`config.mk`:
```
export PLATFORM = sky130hd
export DESIGN_NAME = i2c_irq_unit
export DESIGN_NICKNAME = d
export VERILOG_FILES = /design/src/rtl/i2c_irq_pkg.sv /design/src/rtl/i2c_irq_decode.sv /design/src/rtl/i2c_irq_store.sv /design/src/rtl/i2c_irq_unit.sv
export SDC_FILE = /design/constraint.sdc
export NUM_CORES = 1
export LEC_CHECK = 0
export ABC_AREA = 1
export CAP_MARGIN = 20
export CORE_AREA = 10 10 80 82
export CTS_BUF_LIST = sky130_fd_sc_hd__clkbuf_2 sky130_fd_sc_hd__clkbuf_4 sky130_fd_sc_hd__clkbuf_8
export DETAILED_ROUTE_END_ITERATION = 16
export DIE_AREA = 0 0 90 92
export PLACE_DENSITY = 0.85
export SLEW_MARGIN = 20
export SYNTH_ARGS = -nofsm -noshare
export SYNTH_HDL_FRONTEND = slang
export SYNTH_HIERARCHICAL = 1
export SYNTH_SLANG_ARGS = --single-unit
```
`constraint.sdc`:
```
create_clock -name clk -period 4.2 [get_ports clk]
set_input_delay 0.84 -clock clk [delete_from_list [all_inputs] [get_ports clk]]
set_output_delay 0.84 -clock clk [all_outputs]
set_load 0.01 [all_outputs]
```
`src/rtl/i2c_irq_pkg.sv`:
```
package i2c_irq_pkg;
  localparam int NumSrc = 12;
  localparam int AbrtW  = 13;
  localparam int DataW  = 32;
  localparam int AddrW  = 8;
  localparam int BitAbort = 6;

  localparam logic [NumSrc-1:0] LevelSrc = 12'h014;
  localparam logic [NumSrc-1:0] ClrAble  = ~LevelSrc;
  localparam logic [AbrtW-1:0]  AbrtValid = 13'h1EBF;

  localparam logic [AddrW-1:0] OffMasked  = 8'h2C;
  localparam logic [AddrW-1:0] OffMask    = 8'h30;
  localparam logic [AddrW-1:0] OffRaw     = 8'h34;
  localparam logic [AddrW-1:0] OffClrAll  = 8'h40;
  localparam logic [AddrW-1:0] OffClrBase = 8'h44;
  localparam logic [AddrW-1:0] OffAbrt    = 8'h80;

  typedef enum logic [2:0] {
    SelNone, SelMasked, SelMask, SelRaw, SelAbrt, SelClr
  } rdsel_e;

  typedef struct packed {
    logic [NumSrc-1:0] clrSrc;
    logic              clrAbrt;
    logic              maskWr;
    rdsel_e            rdSel;
  } strobe_t;

  // Offset of the dedicated clear register of source n: pulse sources only,
  // packed in ascending bit order at a 4-byte stride.
  function automatic logic [AddrW-1:0] clrOffset(input int n);
    int cnt;
    cnt = 0;
    for (int i = 0; i < NumSrc; i++)
      if (i < n && ClrAble[i]) cnt++;
    return OffClrBase + AddrW'(4 * cnt);
  endfunction
endpackage

```
`src/rtl/i2c_irq_decode.sv`:
```
module i2c_irq_decode
  import i2c_irq_pkg::*;
(
  input  logic             rdEn,
  input  logic             wrEn,
  input  logic [AddrW-1:0] addr,
  output strobe_t          st
);
  logic [NumSrc-1:0] clrHit;

  for (genvar n = 0; n < NumSrc; n++) begin : g_hit
    if (ClrAble[n]) begin : g_pulse
      assign clrHit[n] = (addr == clrOffset(n));
    end else begin : g_level
      assign clrHit[n] = 1'b0;
    end
  end

  always_comb begin
    st = '0;
    st.rdSel = SelNone;
    st.maskWr = wrEn && (addr == OffMask);
    if (rdEn) begin
      case (addr)
        OffMasked: st.rdSel = SelMasked;
        OffMask:   st.rdSel = SelMask;
        OffRaw:    st.rdSel = SelRaw;
        OffAbrt:   st.rdSel = SelAbrt;
        OffClrAll: begin
          st.clrSrc = ClrAble;
          st.rdSel  = SelClr;
        end
        default: begin
          if (|clrHit) begin
            st.clrSrc = clrHit;
            st.rdSel  = SelClr;
          end
        end
      endcase
    end
    st.clrAbrt = st.clrSrc[BitAbort];
  end
endmodule

```
`src/rtl/i2c_irq_store.sv`:
```
module i2c_irq_store
  import i2c_irq_pkg::*;
(
  input  logic              clk,
  input  logic              rstN,
  input  logic [NumSrc-1:0] evt,
  input  logic [AbrtW-1:0]  abortWhy,
  input  logic [NumSrc-1:0] wrData,
  input  strobe_t           st,
  output logic [NumSrc-1:0] rawStat,
  output logic [NumSrc-1:0] maskReg,
  output logic [AbrtW-1:0]  abrtSrc,
  output logic [DataW-1:0]  rdData,
  output logic              irq
);
  logic [NumSrc-1:0] maskedStat;
  logic [AbrtW-1:0]  abrtKeep;

  assign maskedStat = rawStat & maskReg;
  assign abrtKeep   = st.clrAbrt ? '0 : abrtSrc;

  always_ff @(posedge clk) begin
    if (!rstN) begin
      rawStat <= '0;
      maskReg <= '0;
      abrtSrc <= '0;
    end else begin
      rawStat <= (LevelSrc & evt) |
                 (ClrAble & (evt | (rawStat & ~st.clrSrc)));
      if (st.maskWr) maskReg <= wrData;
      if (evt[BitAbort]) abrtSrc <= abrtKeep | (abortWhy & AbrtValid);
      else               abrtSrc <= abrtKeep;
    end
  end

  always_comb begin
    case (st.rdSel)
      SelMasked: rdData = DataW'(maskedStat);
      SelMask:   rdData = DataW'(maskReg);
      SelRaw:    rdData = DataW'(rawStat);
      SelAbrt:   rdData = DataW'(abrtSrc);
      SelClr:    rdData = DataW'(|(rawStat & st.clrSrc));
      default:   rdData = '0;
    endcase
  end

  assign irq = |maskedStat;
endmodule

```
`src/rtl/i2c_irq_unit.sv`:
```
module i2c_irq_unit
  import i2c_irq_pkg::*;
(
  input  logic              clk,
  input  logic              rstN,
  input  logic [NumSrc-1:0] evt,
  input  logic [AbrtW-1:0]  abortWhy,
  input  logic              rdEn,
  input  logic              wrEn,
  input  logic [AddrW-1:0]  addr,
  input  logic [NumSrc-1:0] wrData,
  output logic [DataW-1:0]  rdData,
  output logic              irq
);
  strobe_t           st;
  logic [NumSrc-1:0] rawStat;
  logic [NumSrc-1:0] maskReg;
  logic [AbrtW-1:0]  abrtSrc;

  i2c_irq_decode u_decode (
    .rdEn (rdEn),
    .wrEn (wrEn),
    .addr (addr),
    .st   (st)
  );

  i2c_irq_store u_store (
    .clk      (clk),
    .rstN     (rstN),
    .evt      (evt),
    .abortWhy (abortWhy),
    .wrData   (wrData),
    .st       (st),
    .rawStat  (rawStat),
    .maskReg  (maskReg),
    .abrtSrc  (abrtSrc),
    .rdData   (rdData),
    .irq      (irq)
  );
endmodule

```
==> results of run 1 <==
==> registers in the layout, indices dropped and copies added, names as in the netlist <==
name             cells
u_store/maskReg     12
u_store/rawStat     12
u_store/abrtSrc     11
==> repair_timing <==
item,4_1_cts,5_1_grt
gates resized for setup,22,18
setup buffers,0,5
endpoints found under the setup margin,13,10
hold buffers,0,0
pin swaps,0,1
gates cloned,0,1
hold endpoints to repair,0,0
==> placed cells by master, fill, tap and decap left out <==
cell type,instances
nand2_1,111
nor3_1,1
dlymetal6s2s_1,8
o211ai_1,2
dfxtp_1,35
buf_12,2
nand2_4,3
clkinv_4,1
o21ai_1,3
clkinvlp_4,1
clkbuf_8,5
conb_1,21
o21ai_0,12
nand4_1,10
inv_2,10
buf_4,34
a21oi_2,1
o21ai_4,1
nor2_4,7
clkinv_2,1
a21oi_1,36
nor2_1,61
nand3_1,10
clkdlybuf4s50_1,43
nand3_4,1
nor2_2,8
inv_1,31
nor3_4,1
nand2_2,7
nor3_2,1
dlygate4sd2_1,9
bufinv_16,1
nand3_2,3
o21ai_2,1
inv_4,1
==> layer usage <==
layer	vias to the layer above	track usage
li1	1362	-
met1	1208	0.187
met2	94	0.292
met3	13	0.0546
met4	0	0.0782
met5	-	0
==> area by class of cell <==
| class | instances | area share |
|---|---|---|
| multi-input cells | 301 | 0.420 |
| repair buffers | 96 | 0.266 |
| flip-flops and latches | 35 | 0.206 |
| inverters | 42 | 0.0471 |
| well taps | 70 | 0.0258 |
| clock buffers | 5 | 0.0202 |
| clock inverters | 3 | 0.0129 |
| repair inverters | 1 | 0.00221 |
==> power groups by stage <==
stage / clock (W) / sequential [W] / combinational [W]
2_1_floorplan: 0 / 0.000364 / 0.0000683
3_3_place_gp: 0 / 0.000369 / 0.000116
3_5_place_dp: 0 / 0.000369 / 0.000119
4_1_cts: 0.000309 / 0.000362 / 0.000122
5_1_grt: 0.000323 / 0.000363 / 0.000138
6_report: 0.000304 / 0.000362 / 0.000126
==> critical path, cell delays in order <==
cell and delay (ns):
clkdlybuf4s50_1 0.43, nor2_1 0.20, nand3_1 0.14, nor3_2 0.21, nor2_1 0.08, nand3_2 0.10, nand2_2 0.09, nor2_4 0.14
inv_2 0.10, nand3_4 0.12, clkinvlp_4 0.12, buf_4 0.15, buf_4 0.12, nand2_1 0.05, nand3_1 0.09, dlygate4sd2_1 0.30
==> per-stage QoR <==
step                      hold WS [ns]  area [um^2]
after global routing             0.492         3400
final                            0.469         3400
after global placement           0.451         3150
after CTS                        0.469         3290
after detailed placement         0.457         3150
after floorplan                  0.437         2400
==> worst paths after layout <==
check	startpoint	end	slack, ns	cells after the start
setup / recovery	addr[1]	rdData[3]	0.07	16
hold / removal	u_store/abrtSrc[12]	u_store/abrtSrc[12]	0.47	2
setup reg to reg	u_store/rawStat[10]	u_store/rawStat[10]	3.45	2
hold reg to reg	u_store/abrtSrc[12]	u_store/abrtSrc[12]	0.47	2
==> metrics.yaml, run 1 <==
grt:
  grt_pass1_vias: 2620
  grt_overflow: 0
  grt_use_total: 0.170
  grt_pass1_wl_um: 11800
  grt_antenna_before_repair: 0
  grt_max_degree: 22
floorplanning:
  core_um2: 4910
  die_width_um: 90
  die_h_um: 92
  start_util: 0.473
  die_area_um2: 8280
  row_count: 26
  pin_count: 82
detailed_routing:
  firstDrtPassIters: 5
  wire_per_inst_um: 13.0
  vias_per_cell: 4.84
  route.met2.wl_um: 3500
  ant_nets: 0
  drc_errors: 0
  wl_met3_um: 488
  vias: 2677
  wl_met1_um: 3040
  drt_iter0_drc: 150
  drt-total-wl_um: 7210
  highest_layer: "met4"
power:
  p_int_w: 0.000587
  leakage_nw: 1.69
  powerDensity_nw_per_um2: 233
  seqPwrFrac: 0.457
  swShare: 0.258
  p_clk_frac: 0.384
  combPwrFrac: 0.159
  p_sw_w: 0.000204
  ir_drop_v: 0.000277
  total_power_w: 0.000791
yosys:
  syn_inst: 389
  avgSynthCellArea_um2: 5.98
  yosysWarnings: 6
  netlist_area_um2: 2320
clock_network:
  cts_sinks: 35
  clk_pin_slew_ns: 0.08
  htree_levels: 2
  cts_tree: "done"
  clock_path_buffers: 2
  cts_root_buffer: "clkbuf_8"
  clock_latency_ns: 0.29
  cts_buffers: 5
finish:
  final_nets: 531
  insertedDiodeCount: 0
  area.sequential_um2: 701
  final_core_util: 0.692
  multi_input_area_um2: 1430
  areaGrowthSynthToFinish_pct: 46.2
  fin_cells: 553
  drive_gt1_frac: 0.186
  fillCellCount: 424
placement:
  place_congestion: 0.918
  dp.cells: 539
  hpwlAfterDp_um: 5530
  io_buffers: 60
  place_ws_ns: -0.217
timing:
  rsz0062_at_grt: "yes"
  relSlewSlack: 0.525
  max_freq_mhz: 242
  period_needed_ns: 4.13
  finalHoldViolations: 0
  tns_ns: 0
  setup_viol_count_final: 0
  worst_slack_ns: 0.0713
  clock_skew_ns: 0
  finalCritPeriodShare: 0.983
  finalMaxSlewViolations: 0
  tightest_slew_ns: 0.712
worst_hold_path:
  min_path_type: "flop to flop"
critical_path:
  crit_path_start_kind: "primary input"
  cp.arrival_ns: 3.29
  worstSetupPathType: "primary input to output pin"
  worstPathMaxFanout: 4
  endpoint_kind: "output pin"
  required_ns: 3.36
flow_run:
  maxCapViolations: 0
status:
  status: "complete, no violations"
(Power assumes the default switching activity.)
==> inputs of run 2 (changes only) <==
Settings changed: SLEW_MARGIN 20 to unset.
==> results of run 2 <==
Same layout as run 1: the final DEF is identical, and so are final timing and power.
==> inputs of run 3 (changes only) <==
Settings changed: CELL_PAD_IN_SITES_DETAIL_PLACEMENT set to 0, CELL_PAD_IN_SITES_GLOBAL_PLACEMENT set to 1, CORE_AREA 10 10 80 82 to 10 10 96 98, DIE_AREA 0 0 90 92 to 0 0 106 108, PLACE_DENSITY 0.85 to unset, PLACE_DENSITY_LB_ADDON set to 0.1.
==> metrics.yaml, run 3 (synthesized netlist as in run 1, its figures left out) <==
detailed_routing:
  wire_per_inst_um: 12.5  # -4.0%
  firstDrtPassIters: 4  # -1
  vias: 2533  # -5.4%
  drt_iter0_drc: 102  # -32%
  vias_per_cell: 4.29  # -11%
  drt-total-wl_um: 7380  # +2.4%
  ant_nets: 0  # unchanged
  drc_errors: 0  # unchanged
finish:
  fin_cells: 590  # +6.7%
  mostFrequentLayoutCell: "nand2_1"
  final_nets: 536  # +0.94%
  reg_top3: "u_store/maskReg x12, u_store/rawStat x12, u_store/abrtSrc x11"
  fillCellCount: 833  # +96%
  drive_gt1_frac: 0.199  # +0.0124
  areaGrowthSynthToFinish_pct: 48.0
  insertedDiodeCount: 0  # unchanged
  final_cell_mix: "nand2_1 (110), nor2_1 (61), clkdlybuf4s50_1 (44), buf_4 (39)"
  area.sequential_um2: 701  # unchanged
  multi_input_area_um2: 1410  # -1.1%
timing:
  setup_viol_count_final: 0  # unchanged
  worst_slack_ns: 0.206  # +0.135 ns
  finalCritPeriodShare: 0.951  # -0.0322
  rsz0062_at_grt: "no"
  finalHoldViolations: 0  # unchanged
  tns_ns: 0  # unchanged
  whs_ns: 0.470  # +0.00112 ns
  relSlewSlack: 0.489  # -0.0357
  finalMaxSlewViolations: 0  # unchanged
  clock_skew_ns: 0  # unchanged
  tightest_slew_ns: 0.765  # +0.0535 ns
  period_needed_ns: 3.99  # -0.135 ns
  max_freq_mhz: 250  # +3.4%
floorplanning:
  die_h_um: 108  # +17%
  pin_count: 82  # unchanged
  core_um2: 7450  # +52%
  die_area_um2: 11400  # +38%
  row_count: 32  # +23%
  die_width_um: 106  # +18%
  start_util: 0.312  # -0.161
grt:
  grt_pass1_vias: 2467  # -5.8%
  grt_max_degree: 22  # unchanged
  grt_overflow: 0  # unchanged
  grt_antenna_before_repair: 0  # unchanged
  grt_use_total: 0.126  # -0.0434
  grt_pass1_wl_um: 11900  # +0.69%
clock_network:
  cts_root_buffer: "clkbuf_8"
  clock_latency_ns: 0.29  # about the same
  htree_levels: 2  # unchanged
  cts_tree: "done"
  clk_pin_slew_ns: 0.08  # about the same
  cts_hold_buf: 0  # unchanged
  cts_sinks: 35  # unchanged
  clock_path_buffers: 2  # unchanged
  cts_buffers: 5  # unchanged
power:
  powerDensity_nw_per_um2: 230  # -1.0%
  total_power_w: 0.000793  # +0.17%
  leakage_nw: 1.65  # -2.9%
  ir_drop_v: 0.000162  # -42%
critical_path:
  worstPathMaxFanout: 5  # +1
  crit_path_start_kind: "primary input"
  endpoint_kind: "output pin"
  worstSetupPathType: "primary input to output pin"
  timing.rr.end: "u_store/rawStat[9]"
  required_ns: 3.36  # about the same
  rrSetupSlack_ns: 3.48  # +0.03 ns
  regToRegStartpoint: "u_store/rawStat[9]"
  critPathLaunch: "addr[6]"
  crit_path_end: "rdData[11]"
  reg2reg_depth: 2  # unchanged
  cp.arrival_ns: 3.15  # -0.14 ns
worst_hold_path:
  min_from: "u_store/abrtSrc[12]"
  min_path_type: "flop to flop"
status:
  status: "complete, no violations"
placement:
  place_congestion: 0.827  # -10%
  place_ws_ns: -0.259  # -0.0424 ns
  hpwlAfterDp_um: 5950  # +7.6%
  dp.cells: 578  # +7.2%
  io_buffers: 60  # unchanged
flow_run:
  maxCapViolations: 0  # unchanged
run 3: cell count changes in the layout (fill, tap and decap cells not counted), sizes merged:
cell,change
buf,+6
clkbuf,+1
clkdlybuf4s15,+2
clkdlybuf4s50,+1
clkinvlp,-1
dlygate4sd2,+1
dlymetal6s2s,-5
run 3: cell type report:
cell class / count / share of cell area
sequential: 35 / 0.204
inverter: 42 / 0.0466
multi-input combinational: 301 / 0.410
clock inverter: 3 / 0.0127
clock buffer: 5 / 0.0200
timing repair buffer: 102 / 0.270
tap: 102 / 0.0371
run 3: metrics by stage:
stage | utilization | cell area, um^2
after floorplan | - | 2400
after global placement | 0.435 | 3240
after detailed placement | 0.435 | 3240
after CTS | 0.457 | 3400
after global routing | 0.462 | 3440
final | 0.462 | 3440
run 3: timing repair:
item,CTS,global route
setup buffers,4,0
pin swaps,1,4
gates resized for setup,25,16
endpoints found under the hold margin,0,0
endpoints found under the setup margin,13,13
run 3: metal layers:
metal	up-vias	global-route usage	wire length, um
li1	1373	-	-
met1	1087	0.164	3590
met2	65	0.204	3300
met3	8	0.0375	425
met4	0	0.0271	70
met5	-	0	0
run 3: worst min-delay path by stage:
stage	endpoint	depth (start not counted)
floorplan	u_store/abrtSrc[12]	2
global placement	u_store/abrtSrc[12]	2
detailed placement	u_store/abrtSrc[4]	2
CTS	u_store/abrtSrc[12]	2
global route	u_store/abrtSrc[2]	2
finish	u_store/abrtSrc[12]	2
run 3: report_power, final:
group	switching [W]	internal, W
Sequential	0.0000158	0.000347
Combinational	0.0000600	0.0000641
Clock	0.000129	0.000177
Total	0.000205	0.000588
run 3: worst max-delay path, stage by stage:
cell and delay [ns]:
clkdlybuf4s50_1 0.53, nand2_2 0.14, nor2_2 0.19, nand2_1 0.07, nand3_1 0.08, nor2_1 0.05
nand3_2 0.07, nand2_2 0.09, nor2_4 0.17, inv_2 0.09, nand3_2 0.11, inv_2 0.06
buf_4 0.14, a21oi_1 0.15, nand3_1 0.12, clkdlybuf4s15_1 0.25
